## config.mk

```make
export PLATFORM = sky130hd
export DESIGN_NAME = task_graph_seq
export DESIGN_NICKNAME = d
export VERILOG_FILES = /design/src/rtl/tgs_pkg.sv /design/src/rtl/tgs_join.sv /design/src/rtl/tgs_guard.sv /design/src/rtl/task_graph_seq.sv
export SDC_FILE = /design/constraint.sdc
export NUM_CORES = 1
export LEC_CHECK = 0
export BUFFER_PORTS_ARGS = -buffer_cell sky130_fd_sc_hd__clkbuf_2
export CORE_AREA = 4 4 41 43
export CTS_CLUSTER_DIAMETER = 60
export DETAILED_ROUTE_END_ITERATION = 8
export DIE_AREA = 0 0 45 47
export SYNTH_ARGS = -nofsm -noshare
export SYNTH_HDL_FRONTEND = slang
export SYNTH_SLANG_ARGS = --single-unit
export TNS_END_PERCENT = 100
```

## constraint.sdc

```tcl
create_clock -name clk_i -period 1.24 [get_ports clk_i]
set_input_delay 0.062 -clock clk_i [delete_from_list [all_inputs] [get_ports clk_i]]
set_output_delay 0.062 -clock clk_i [all_outputs]
set_load 0.02 [all_outputs]
```

## src/rtl/tgs_pkg.sv

```systemverilog
package tgs_pkg;
    localparam int unsigned NTASK   = 4;
    localparam int unsigned NBRANCH = 2;
    localparam int unsigned PHASE_W = 3;

    localparam int unsigned TA = 0;
    localparam int unsigned TB = 1;
    localparam int unsigned TC = 2;
    localparam int unsigned TD = 3;

    typedef enum logic [PHASE_W-1:0] {
        PH_IDLE   = 3'd0,
        PH_RUN_A  = 3'd1,
        PH_RUN_BC = 3'd2,
        PH_RUN_D  = 3'd3,
        PH_FINISH = 3'd4
    } phase_e;

    typedef struct packed {
        phase_e             phase;
        logic [NTASK-1:0]   start;
    } seq_state_t;
endpackage

```

## src/rtl/tgs_join.sv

```systemverilog
module tgs_join #(
    parameter int unsigned NBR = 2
) (
    input  logic           clk_i,
    input  logic           rst_ni,
    input  logic           arm_i,
    input  logic [NBR-1:0] hit_i,
    output logic [NBR-1:0] seen_o,
    output logic           all_o
);
    logic [NBR-1:0] seen_d, seen_q;
    logic [NBR-1:0] merged;

    assign merged = seen_q | (hit_i & {NBR{arm_i}});
    assign all_o  = arm_i & (&merged);

    for (genvar g = 0; g < NBR; g++) begin : g_flag
        always_comb begin
            if (!arm_i || all_o) begin
                seen_d[g] = 1'b0;
            end else begin
                seen_d[g] = merged[g];
            end
        end
    end

    always_ff @(posedge clk_i or negedge rst_ni) begin
        if (!rst_ni) begin
            seen_q <= '0;
        end else begin
            seen_q <= seen_d;
        end
    end

    assign seen_o = seen_q;
endmodule

```

## src/rtl/tgs_guard.sv

```systemverilog
module tgs_guard #(
    parameter int unsigned N = 4
) (
    input  logic         clk_i,
    input  logic         rst_ni,
    input  logic [N-1:0] done_i,
    input  logic [N-1:0] pend_i,
    output logic [N-1:0] acc_o,
    output logic         err_o
);
    logic err_d, err_q;
    logic stray;

    assign acc_o = done_i & pend_i;
    assign stray = |(done_i & ~pend_i);

    always_comb begin
        err_d = err_q | stray;
    end

    always_ff @(posedge clk_i or negedge rst_ni) begin
        if (!rst_ni) begin
            err_q <= 1'b0;
        end else begin
            err_q <= err_d;
        end
    end

    assign err_o = err_q;
endmodule

```

## src/rtl/task_graph_seq.sv

```systemverilog
module task_graph_seq
    import tgs_pkg::*;
(
    input  logic             clk_i,
    input  logic             rst_ni,
    input  logic             req_i,
    input  logic [NTASK-1:0] done_i,
    output logic [NTASK-1:0] start_o,
    output logic             end_o,
    output logic [PHASE_W-1:0] phase_o,
    output logic             err_o
);
    seq_state_t st_d, st_q;

    logic [NTASK-1:0]   pend;
    logic [NTASK-1:0]   acc;
    logic [NBRANCH-1:0] seen;
    logic               join_all;
    logic               in_bc;

    assign in_bc = (st_q.phase == PH_RUN_BC);

    // Which tasks may legally report done this cycle
    always_comb begin
        pend = '0;
        unique case (st_q.phase)
            PH_RUN_A:  pend[TA] = 1'b1;
            PH_RUN_BC: begin
                pend[TB] = ~seen[0];
                pend[TC] = ~seen[1];
            end
            PH_RUN_D:  pend[TD] = 1'b1;
            default:   pend = '0;
        endcase
    end

    tgs_guard #(.N(NTASK)) u_guard (
        .clk_i  (clk_i),
        .rst_ni (rst_ni),
        .done_i (done_i),
        .pend_i (pend),
        .acc_o  (acc),
        .err_o  (err_o)
    );

    tgs_join #(.NBR(NBRANCH)) u_join (
        .clk_i  (clk_i),
        .rst_ni (rst_ni),
        .arm_i  (in_bc),
        .hit_i  (acc[TC:TB]),
        .seen_o (seen),
        .all_o  (join_all)
    );

    always_comb begin
        st_d       = st_q;
        st_d.start = '0;
        unique case (st_q.phase)
            PH_IDLE: begin
                if (req_i) begin
                    st_d.phase     = PH_RUN_A;
                    st_d.start[TA] = 1'b1;
                end
            end
            PH_RUN_A: begin
                if (acc[TA]) begin
                    st_d.phase     = PH_RUN_BC;
                    st_d.start[TB] = 1'b1;
                    st_d.start[TC] = 1'b1;
                end
            end
            PH_RUN_BC: begin
                if (join_all) begin
                    st_d.phase     = PH_RUN_D;
                    st_d.start[TD] = 1'b1;
                end
            end
            PH_RUN_D: begin
                if (acc[TD]) begin
                    st_d.phase = PH_FINISH;
                end
            end
            PH_FINISH: st_d.phase = PH_IDLE;
            default:   st_d.phase = PH_IDLE;
        endcase
    end

    always_ff @(posedge clk_i or negedge rst_ni) begin
        if (!rst_ni) begin
            st_q.phase <= PH_IDLE;
            st_q.start <= '0;
        end else begin
            st_q <= st_d;
        end
    end

    assign start_o = st_q.start;
    assign end_o   = (st_q.phase == PH_FINISH);
    assign phase_o = st_q.phase;
endmodule

```

==> metrics.md, run 1 <==
| Metric | Value |
|---|---|
| Post-synth EDFFs | `0` |
| Synth top area share | `54.1%` |
| Number of cells traversed by the worst hold path | `2` |
| Total via count after detailed routing | `371` |
| Overall Power | `0.00116 W` |
| Relative slew slack | `81.5%` |
| Final estimated routing congestion in global placement | `0.745` |
| Number of max-cap violations | `0` |
| Minimum clock period | `1.15 ns` |
| Cell taking the most area after synthesis | `sky130_fd_sc_hd__dfrtp_1` |
| Start point of the worst hold path | `done_i[1]` |
| Y dimension of the die | `47 um` |
| CTS sink count | `9` |
| Global-route wire length before repair | `1.42 mm` |
| Total power density per cell area | `2040 mW/mm^2` |
| Dominant combinational cell family by area after synthesis | `simple AND/OR/NAND/NOR gates` |
| Number of detailed-routing iterations run before antenna repair | `4` |
| Largest cells by area after synthesis | `sky130_fd_sc_hd__dfrtp_1 (54%), sky130_fd_sc_hd__o21bai_4 (4.5%), sky130_fd_sc_hd__nor3_1 (3.6%)` |
| Synth Warn # | `0` |
| Number of global-route vias before repair | `334` |
| Flop2flop setup slack | `0.13 ns` |
| Mean instance size in the synthesized netlist | `10.4 um^2` |
| Predominant post-synthesis flop cell | `sky130_fd_sc_hd__dfrtp_1` |
| Seq/Total Area, Yosys | `54.1%` |
| Startpoint type of the worst setup path | `flop` |
| Hold endpoint | `u_join.seen_o[1]` |
| Amount of wire on met3 after detailed routing | `87 um` |
| Reg2Reg Depth | `4` |
| Top achievable clock speed | `873 MHz` |
| Synth Area in XOR/XNOR | `0%` |
| Routed wirelength normalized by instance count | `11.3 um` |
| Reg-to-reg critical path endpoint | `u_guard.err_o` |
| GRT overflow | `0` |
| Setup repair after global routing missed its margin | `false` |
| Path type of the worst min-delay path | `in2reg` |
| DP Worst Slack | `0.105 ns` |
| Top metal layer carrying routed signals | `met3` |
| Max clock buf depth | `2` |
| Starting density of the core | `32.0%` |
| Kind of capture point of the worst setup path | `output pin` |
| Instance count of the mapped netlist | `40` |
| Root buf cell | `sky130_fd_sc_hd__clkbuf_4` |
| Num CTS Buffers | `3` |
| Met1 layer wirelength in the final routing | `381 um` |
| Number of max-slew violations in the final report | `0` |
| Maximum fanout along the worst path | `9` |
| Number of antenna violations at the first check in global routing | `0` |
| Level count of the clock H-tree | `1` |
| Leakage component of the power | `0.280 nW` |
| Share of layout cells above drive strength 1 | `41.3%` |
| Total inserted antenna cells | `0` |
| Final standard cell utilization of the core | `43.8%` |
| Complex-gate fraction of the synthesized area | `15.6%` |
| Total wire length after detailed routing | `878 um` |
| Met2 routed wirelength | `409 um` |
| Proportion of register bits with asynchronous set or reset after synthesis | `100%` |
| Detailed Route Iter0 Violations | `4` |
| Core Footprint | `0.00130 mm^2` |
| Pin count of the biggest net entering global routing | `13` |
| Post-route clock skew | `0.00451 ns` |
| GRT Overall Usage | `10.0%` |
| Final period utilization | `92.4%` |
| #FFs+latches synth | `9` |
| Transition time of the tightest slew-check pin | `0.277 ns` |
| Number of design rule violations left after detail routing | `0` |
| Final hold violation count | `0` |
| Setup WS post-layout | `0.0943 ns` |
| CTS tree | `built` |
| Maximum VDD drop | `1.04 mV` |
| Std-Cell Rows | `13` |
| Share of synthesized cell area in and, or, nand and nor gates | `23.1%` |
| Area growth from synthesis to layout | `36.6%` |
| Synth Area in Adders | `0%` |
| IO buf count | `15` |
| Synthesized area | `417 um^2` |
| Final nets | `71` |
| Start of the worst register-to-register path | `phase_o[0]` |
| Final setup violation count | `0` |
| Library cells used by synthesis | `19` |
| Ratio of routed vias to standard cells | `4.76` |
| Register clock-pin slew on the reported worst setup and hold paths | `0.06 ns` |
| Status | `finished clean` |
| Mux share of post-synthesis cell area | `0%` |
| Data required time of the worst path | `1.18 ns` |
| Setup total negative slack | `0 ns` |
| ANT nets after route | `0` |
| Clock latency on the worst-skew pair | `0.26 ns` |
| Arrival @ worst endpoint | `1.08 ns` |
| Kind of critical path | `reg2out` |
| Detailed Place HPWL | `655 um` |
| Top-level I/O count | `16` |
| Die ar. | `0.00212 mm^2` |
| Count of filler cells inserted in the layout | `155` |
| Die Width | `45 um` |
| Post-synth net total | `47` |
==> how the worst max path moves through the flow <==
stage                           from       endpoint  slack (ns)  depth (start not counted)
final                     phase_o[0]          end_o        0.09                          2
after global routing      phase_o[0]          end_o        0.01                          2
after CTS                 phase_o[1]          end_o        0.04                          2
after detailed placement  phase_o[1]  u_guard.err_o        0.11                          3
after global placement    phase_o[1]  u_guard.err_o        0.12                          3
after floorplan           phase_o[2]          end_o        0.02                          2
==> placed cells by master, fill, tap and decap left out, drive strengths merged <==
cell / instances
nor4: 1
a31oi: 1
nand2b: 2
nand3: 1
nor3: 4
inv: 3
o21bai: 1
nand2: 3
buf: 4
a21oi: 2
o2111ai: 1
nand4b: 1
dlygate4sd3: 2
nor3b: 1
nor2: 4
o21ai: 3
o22ai: 1
dfrtp: 9
clkbuf: 19
==> cell families after synthesis <==
group,after synthesis
and+or+nand+nor,17
DFF,9
AOI/OAI and AO/OA,9
buffers and inverters,5
==> critical path, stage by stage (launching register included) <==
cell and delay, ns:
sky130_fd_sc_hd__dfrtp_1 0.47, sky130_fd_sc_hd__nor3_1 0.16, sky130_fd_sc_hd__clkbuf_2 0.19
==> synthesized netlist by cell type (2+ instances only) <==
| master | number |
|---|---|
| sky130_fd_sc_hd__dfrtp_1 | 9 |
| sky130_fd_sc_hd__nor2_1 | 4 |
| sky130_fd_sc_hd__inv_1 | 3 |
| sky130_fd_sc_hd__nand2_1 | 3 |
| sky130_fd_sc_hd__nor3_1 | 3 |
| sky130_fd_sc_hd__o21ai_0 | 3 |
| sky130_fd_sc_hd__a21oi_1 | 2 |
| sky130_fd_sc_hd__nand2b_1 | 2 |
==> report_power, final <==
part           switching, W  internal (W)  leakage (nW)
Combinational      0.000271      0.000224         0.151
Clock             0.0000972      0.000124        0.0150
Sequential        0.0000814      0.000367         0.114
Total              0.000449      0.000714         0.280
==> flip-flops by register name, indices dropped and copies added (netlist names) <==
name	count
phase_o	3
start_o	3
u_join.seen_o	2
u_guard.err_o	1
==> metal layers <==
layer | vias up | track usage, %
met3 | 0 | 6.13
met5 | - | 0
li1 | 188 | -
met2 | 17 | 15.0
met1 | 166 | 11.2
met4 | 0 | 5.26
==> per-stage QoR <==
stage / cells / hold WS, ns / cell area, um^2
floorplan: 40 / -0.234 / 417
global placement: 69 / -0.0708 / 499
detailed placement: 69 / -0.0695 / 499
CTS: 75 / 0.00772 / 547
global route: 78 / 0.0174 / 569
finish: 78 / 0.0227 / 569
==> final cells by class <==
cell class / count / area [um^2] / share of cell area [%]
Clock buffer: 4 / 26.3 / 4.62
Sequential cell: 9 / 226 / 39.8
Multi-Input combinational cell: 26 / 161 / 28.4
Tap cell: 15 / 18.8 / 3.30
Inverter: 3 / 11.3 / 1.98
Timing Repair Buffer: 21 / 125 / 22.0
==> timing repair <==
action | in CTS | in global routing
hold buffers | 2 | 0
hold endpoints to repair | 10 | 0
setup buffers | 0 | 3
setup endpoints to repair | 1 | 1
gates resized for setup | 1 | 0
Note: power is estimated with default switching activity, not from simulation.
==> run 2: changes to the inputs <==
==> constraint.sdc (replaced) <==
create_clock -name clk_i -period 1.24 [get_ports clk_i]
set_input_delay 0.372 -clock clk_i [delete_from_list [all_inputs] [get_ports clk_i]]
set_output_delay 0.372 -clock clk_i [all_outputs]
set_load 0.02 [all_outputs]
==> run 2 against run 1 <==
Effect of this change:
- the run now ends with negative setup slack left
- highest routed layer unchanged
- worst hold slack gained 0.28 ns
- register-to-register slack worse by 0.09 ns
- routed wire length is 7.2% lower
- non-clock buffer count shrank 1
- via count down 0.54%
- first-iteration DRC count is 50% higher
- clock skew is 0.00090 ns higher
- largest power group unchanged
- final cell count down 1.3%
==> metrics.md, run 2 (synthesis results as in run 1) <==
| Metric | Value |
|---|---|
| Final setup violation count | `3` |
| Start point of the worst hold path | `done_i[2]` |
| Data required time of the worst path | `0.87 ns` |
| GRT Overall Usage | `9.03%` |
| Highest cell delay on the worst timing path | `0.42 ns` |
| Critical-path cell with the highest stage delay | `sky130_fd_sc_hd__dfrtp_2` |
| Max clock buf depth | `2` |
| DP Worst Slack | `0.0828 ns` |
| Total via count after detailed routing | `369` |
| Status | `finished, violations left` |
| CTS tree | `built` |
| Routed wirelength normalized by instance count | `10.6 um` |
| Relative slew slack | `80.3%` |
| Number of antenna violations at the first check in global routing | `0` |
| Most common cell after layout, fill and taps aside | `sky130_fd_sc_hd__clkbuf_2` |
| Final-layout worst hold slack | `0.301 ns` |
| Total power density per cell area | `2020 mW/mm^2` |
| Number of cells traversed by the worst hold path | `2` |
| Number of design rule violations left after detail routing | `0` |
| Count of filler cells inserted in the layout | `136` |
| Final nets | `70` |
| Pin count of the biggest net entering global routing | `12` |
| Ratio of routed vias to standard cells | `4.79` |
| GRT overflow | `0` |
| Reg-to-reg critical path endpoint | `u_guard.err_o` |
| Transition time of the tightest slew-check pin | `0.293 ns` |
| Flop2flop setup slack | `0.04 ns` |
| Level count of the clock H-tree | `1` |
| Total inserted antenna cells | `0` |
| ANT nets after route | `0` |
| Setup repair after global routing missed its margin | `true` |
| Top-level I/O count | `16` |
| Area growth from synthesis to layout | `45.0%` |
| Num CTS Buffers | `3` |
| Global-route wire length before repair | `1.33 mm` |
| Clock latency on the worst-skew pair | `0.25 ns` |
| Number of max-cap violations | `0` |
| Final hold violation count | `0` |
| Root buf cell | `sky130_fd_sc_hd__clkbuf_4` |
| Start of the worst register-to-register path | `phase_o[0]` |
| Register clock-pin slew on the reported worst setup and hold paths | `0.06 ns` |
| Top achievable clock speed | `721 MHz` |
| Detailed Place HPWL | `644 um` |
| Total wire length after detailed routing | `815 um` |
| Hold endpoint | `u_join.seen_o[0]` |
| Number of detailed-routing iterations run before antenna repair | `4` |
| Minimum clock period | `1.39 ns` |
| Maximum fanout along the worst path | `2` |
| Path type of the worst min-delay path | `in2reg` |
| Commonest cells after routing, fill and taps aside | `sky130_fd_sc_hd__clkbuf_2 (11), sky130_fd_sc_hd__dfrtp_1 (6), sky130_fd_sc_hd__nor2_1 (4), sky130_fd_sc_hd__buf_4 (4)` |
| Starting density of the core | `32.0%` |
| Sequence of cells on the critical path | `nor3_4 > clkbuf_8` |
| Die ar. | `0.00212 mm^2` |
| Reg2Reg Depth | `5` |
| Final estimated routing congestion in global placement | `0.803` |
| Final period utilization | `112%` |
| Core Footprint | `0.00130 mm^2` |
| Kind of capture point of the worst setup path | `output pin` |
| Kind of critical path | `reg2out` |
| Detailed Route Iter0 Violations | `6` |
| Y dimension of the die | `47 um` |
| Failing checks | `negative setup slack` |
| CTS sink count | `9` |
| Startpoint type of the worst setup path | `flop` |
| Number of max-slew violations in the final report | `0` |
| IO buf count | `15` |
| Leakage component of the power | `0.285 nW` |
| Post-route clock skew | `0.00540 ns` |
| Std-Cell Rows | `13` |
| Setup WS post-layout | `-0.147 ns` |
| Arrival @ worst endpoint | `1.01 ns` |
| Share of layout cells above drive strength 1 | `48.4%` |
| Die Width | `45 um` |
| Number of global-route vias before repair | `317` |
| Maximum VDD drop | `1.17 mV` |
run 2: cell count changes in the layout (fill, tap and decap cells not counted):
cell,change
sky130_fd_sc_hd__clkbuf_2,-4
sky130_fd_sc_hd__buf_6,+2
sky130_fd_sc_hd__dfrtp_1,-2
sky130_fd_sc_hd__dfrtp_2,+2
sky130_fd_sc_hd__buf_8,+1
sky130_fd_sc_hd__clkbuf_8,+1
sky130_fd_sc_hd__dlygate4sd3_1,-1
sky130_fd_sc_hd__inv_1,-1
sky130_fd_sc_hd__inv_2,+1
sky130_fd_sc_hd__nor3_1,-1
sky130_fd_sc_hd__nor3_4,+1
run 2: routing by layer:
metal | up-vias | wire [um] | track usage (%)
li1 | 185 | - | -
met1 | 170 | 346 | 10.1
met2 | 14 | 408 | 14.7
met3 | 0 | 60 | 5.75
met4 | 0 | 0 | 1.75
met5 | - | 0 | 0
run 2: what timing repair did:
item | 4_1_cts | 5_1_grt
gates resized for setup | 7 | 6
setup endpoints to repair | 4 | 4
cloned | 0 | 0
hold buffers | 1 | 0
hold endpoints to repair | 9 | 0
setup buffers | 2 | 0
run 2: per-stage QoR:
stage / total power [W] / cells / util (%) / TNS, ns / instance area [um^2]
global route: 0.00132 / 77 / 46.4 / -0.475 / 604
detailed placement: 0.000928 / 70 / 40.0 / 0 / 520
global placement: 0.000919 / 70 / 40.0 / 0 / 520
floorplan: 0.000803 / 40 / - / -0.00259 / 430
CTS: 0.00121 / 77 / 45.7 / -0.363 / 594
finish: 0.00122 / 77 / 46.4 / -0.314 / 604
run 2: worst max path at each step:
stage / from / endpoint / slack (ns) / cells after the start
floorplan: phase_o[1] / end_o / -0.003 / 2
global placement: phase_o[0] / end_o / 0.09 / 2
detailed placement: phase_o[0] / end_o / 0.08 / 2
CTS: phase_o[1] / end_o / -0.16 / 2
global route: phase_o[2] / end_o / -0.20 / 3
finish: phase_o[1] / end_o / -0.15 / 2
run 2: critical path, delay by kind of cell (launching register included):
kind / cells / cell delay [ns]
buffers and inverters: 1 / 0.17
and+or+nand+nor: 1 / 0.18
DFF: 1 / 0.42
run 2: cell type report:
class                      count  area (um^2)  area share, %
sequential                     9          229           37.9
multi-input combinational     26          173           28.6
timing repair buffer          20          146           24.2
clock buffer                   4         26.3           4.35
tap                           15         18.8           3.11
inverter                       3         11.3           1.86
run 2: where the power goes:
part | total [W] | switching (W) | internal [W] | leakage (nW)
sequential | 0.000436 | 0.0000645 | 0.000372 | 0.111
clock | 0.000215 | 0.0000915 | 0.000123 | 0.0150
combinational | 0.000573 | 0.000310 | 0.000262 | 0.159
==> run 3: changes to the inputs <==
--- a/config.mk
+++ b/config.mk
@@ -7,8 +7,8 @@
 export LEC_CHECK = 0
 export BUFFER_PORTS_ARGS = -buffer_cell sky130_fd_sc_hd__clkbuf_2
-export CORE_AREA = 4 4 41 43
+export CORE_AREA = 3 3 40 42
 export CTS_CLUSTER_DIAMETER = 60
 export DETAILED_ROUTE_END_ITERATION = 8
-export DIE_AREA = 0 0 45 47
+export DIE_AREA = 0 0 43 45
 export SYNTH_ARGS = -nofsm -noshare
 export SYNTH_HDL_FRONTEND = slang
==> constraint.sdc (replaced) <==
create_clock -name clk_i -period 1.24 [get_ports clk_i]
set_input_delay 0.186 -clock clk_i [delete_from_list [all_inputs] [get_ports clk_i]]
set_output_delay 0.186 -clock clk_i [all_outputs]
set_load 0.02 [all_outputs]
==> run 3 against run 2 <==
Effect of this change:
- the flow now finishes without violations
- first-iteration DRC count grew 17%
- register-to-register slack gained 0.08 ns
- clock skew is 0.0026 ns lower
- flip-flop and latch count stayed put
- global-route usage is 1.6 points higher
- clock power grew 7%
- sequential share of layout area up 1.2 points
- final area fell by 3.5%
- power increased by 0.17%
- worst hold slack got worse by 0.20 ns
- critical path type unchanged
- highest routed layer is now met4
==> metrics.md, run 3 (synthesis results as in run 1) <==
| Metric | Value |
|---|---|
| Status | `finished clean` |
| CTS sink count | `9` |
| Final-layout worst hold slack | `0.105 ns` |
| Final period utilization | `94.7%` |
| Relative slew slack | `83.7%` |
| Number of max-slew violations in the final report | `0` |
| Max clock buf depth | `2` |
| Total power density per cell area | `2100 mW/mm^2` |
| Capturing instance or port of the critical path | `end_o` |
| Level count of the clock H-tree | `1` |
| Kind of capture point of the worst setup path | `output pin` |
| Commonest cells after routing, fill and taps aside | `sky130_fd_sc_hd__clkbuf_2 (14), sky130_fd_sc_hd__buf_4 (7), sky130_fd_sc_hd__dfrtp_1 (7), sky130_fd_sc_hd__nor2_1 (4)` |
| Flop2flop setup slack | `0.12 ns` |
| Leakage component of the power | `0.285 nW` |
| Clock latency on the worst-skew pair | `0.26 ns` |
| Top-level I/O count | `16` |
| Critical-path cell with the highest stage delay | `sky130_fd_sc_hd__dfrtp_1` |
| Pin count of the biggest net entering global routing | `10` |
| Number of global-route vias before repair | `344` |
| Highest cell delay on the worst timing path | `0.36 ns` |
| Setup WS post-layout | `0.0652 ns` |
| Detailed Route Iter0 Violations | `7` |
| Detailed Place HPWL | `657 um` |
| Std-Cell Rows | `13` |
| Ratio of routed vias to standard cells | `4.84` |
| Transition time of the tightest slew-check pin | `0.243 ns` |
| Final setup violation count | `0` |
| Instance area at placement | `504 um^2` |
| Placed cell count | `69` |
| Number of cells on the critical path | `3` |
| GRT overflow | `0` |
| Global-route wire length before repair | `1.43 mm` |
| Setup repair after global routing missed its margin | `true` |
| Category of cells accounting for the largest share of critical-path delay | `flip-flops` |
| Root buf cell | `sky130_fd_sc_hd__clkbuf_4` |
| Post-route clock skew | `0.00284 ns` |
| Die Width | `43 um` |
| Worst setup path startpoint | `phase_o[2]` |
| Kind of critical path | `reg2out` |
| Maximum fanout along the worst path | `2` |
| Routed wirelength normalized by instance count | `11.9 um` |
| Final hold violation count | `0` |
| Reg2Reg Depth | `5` |
| CTS tree | `built` |
| Total wire length after detailed routing | `942 um` |
| Minimum clock period | `1.17 ns` |
| Startpoint type of the worst setup path | `flop` |
| Number of detailed-routing iterations run before antenna repair | `4` |
| Final estimated routing congestion in global placement | `0.708` |
| Number of antenna violations at the first check in global routing | `0` |
| Non-filler cells, final | `79` |
| Final nets | `72` |
| ANT nets after route | `0` |
| GRT Overall Usage | `10.7%` |
| Area growth from synthesis to layout | `39.9%` |
| DP Worst Slack | `0.0789 ns` |
| Worst Path Buf+Inv | `2` |
| Share of layout cells above drive strength 1 | `48.4%` |
| Reg-to-reg critical path endpoint | `phase_o[0]` |
| Starting density of the core | `32.4%` |
| Arrival @ worst endpoint | `0.99 ns` |
| Y dimension of the die | `45 um` |
| Sequence of cells on the critical path | `inv_2 > nor3_2 > buf_4` |
| Most common cell after layout, fill and taps aside | `sky130_fd_sc_hd__clkbuf_2` |
| Number of design rule violations left after detail routing | `0` |
| Design area | `583 um^2` |
| Data required time of the worst path | `1.05 ns` |
| Num CTS Buffers | `3` |
| Start of the worst register-to-register path | `phase_o[0]` |
| Total via count after detailed routing | `382` |
| Core Footprint | `0.00128 mm^2` |
| Maximum VDD drop | `0.888 mV` |
| IO buf count | `15` |
| Number of max-cap violations | `0` |
| Register clock-pin slew on the reported worst setup and hold paths | `0.06 ns` |
| Top achievable clock speed | `851 MHz` |
| Total inserted antenna cells | `0` |
| Path type of the worst min-delay path | `in2reg` |
| Final standard cell utilization of the core | `45.4%` |
| Die ar. | `0.00194 mm^2` |
## run 3: cell count changes in the layout (fill, tap and decap cells not counted), sizes merged
cell / delta
clkbuf: +2
## run 3: metrics by stage
stage	power (W)	setup TNS, ns
floorplan	0.000784	0
global placement	0.000878	0
detailed placement	0.000885	0
CTS	0.00118	-0.0110
global route	0.00131	0
finish	0.00123	0
## run 3: what timing repair did
action	4_1_cts	5_1_grt
setup buffers	2	3
pin swaps	1	1
hold buffers	1	0
endpoints found under the hold margin	9	0
gates resized for setup	4	1
endpoints found under the setup margin	2	1
## run 3: routing by layer
layer / up-vias / wire length, um / track usage [%]
met5: - / 0 / 0
met4: 0 / 12 / 5.42
met3: 2 / 79 / 5.98
met2: 12 / 463 / 16.5
met1: 179 / 388 / 11.9
li1: 189 / - / -
## run 3: worst min-delay path by stage
stage,startpoint,endpoint,slack (ns),cells past startpoint
2_1_floorplan,rst_ni,phase_o[0],-0.11,0
3_3_place_gp,rst_ni,start_o[0],0.05,1
3_5_place_dp,rst_ni,start_o[2],0.05,1
4_1_cts,done_i[2],u_join.seen_o[0],0.1,2
5_1_grt,done_i[2],u_join.seen_o[0],0.11,2
6_report,done_i[2],u_join.seen_o[0],0.11,2
## run 3: power by group
group / internal [W] / switching (W)
Clock: 0.000124 / 0.000105
Combinational: 0.000252 / 0.000311
Sequential: 0.000370 / 0.0000632
## run 3: cell type report
cell class | count | area [um^2]
Fill cell | 133 | 702
Sequential cell | 9 | 228
Inverter | 3 | 11.3
Timing Repair Buffer | 22 | 133
Clock buffer | 4 | 26.3
Tap cell | 15 | 18.8
Multi-Input combinational cell | 26 | 166
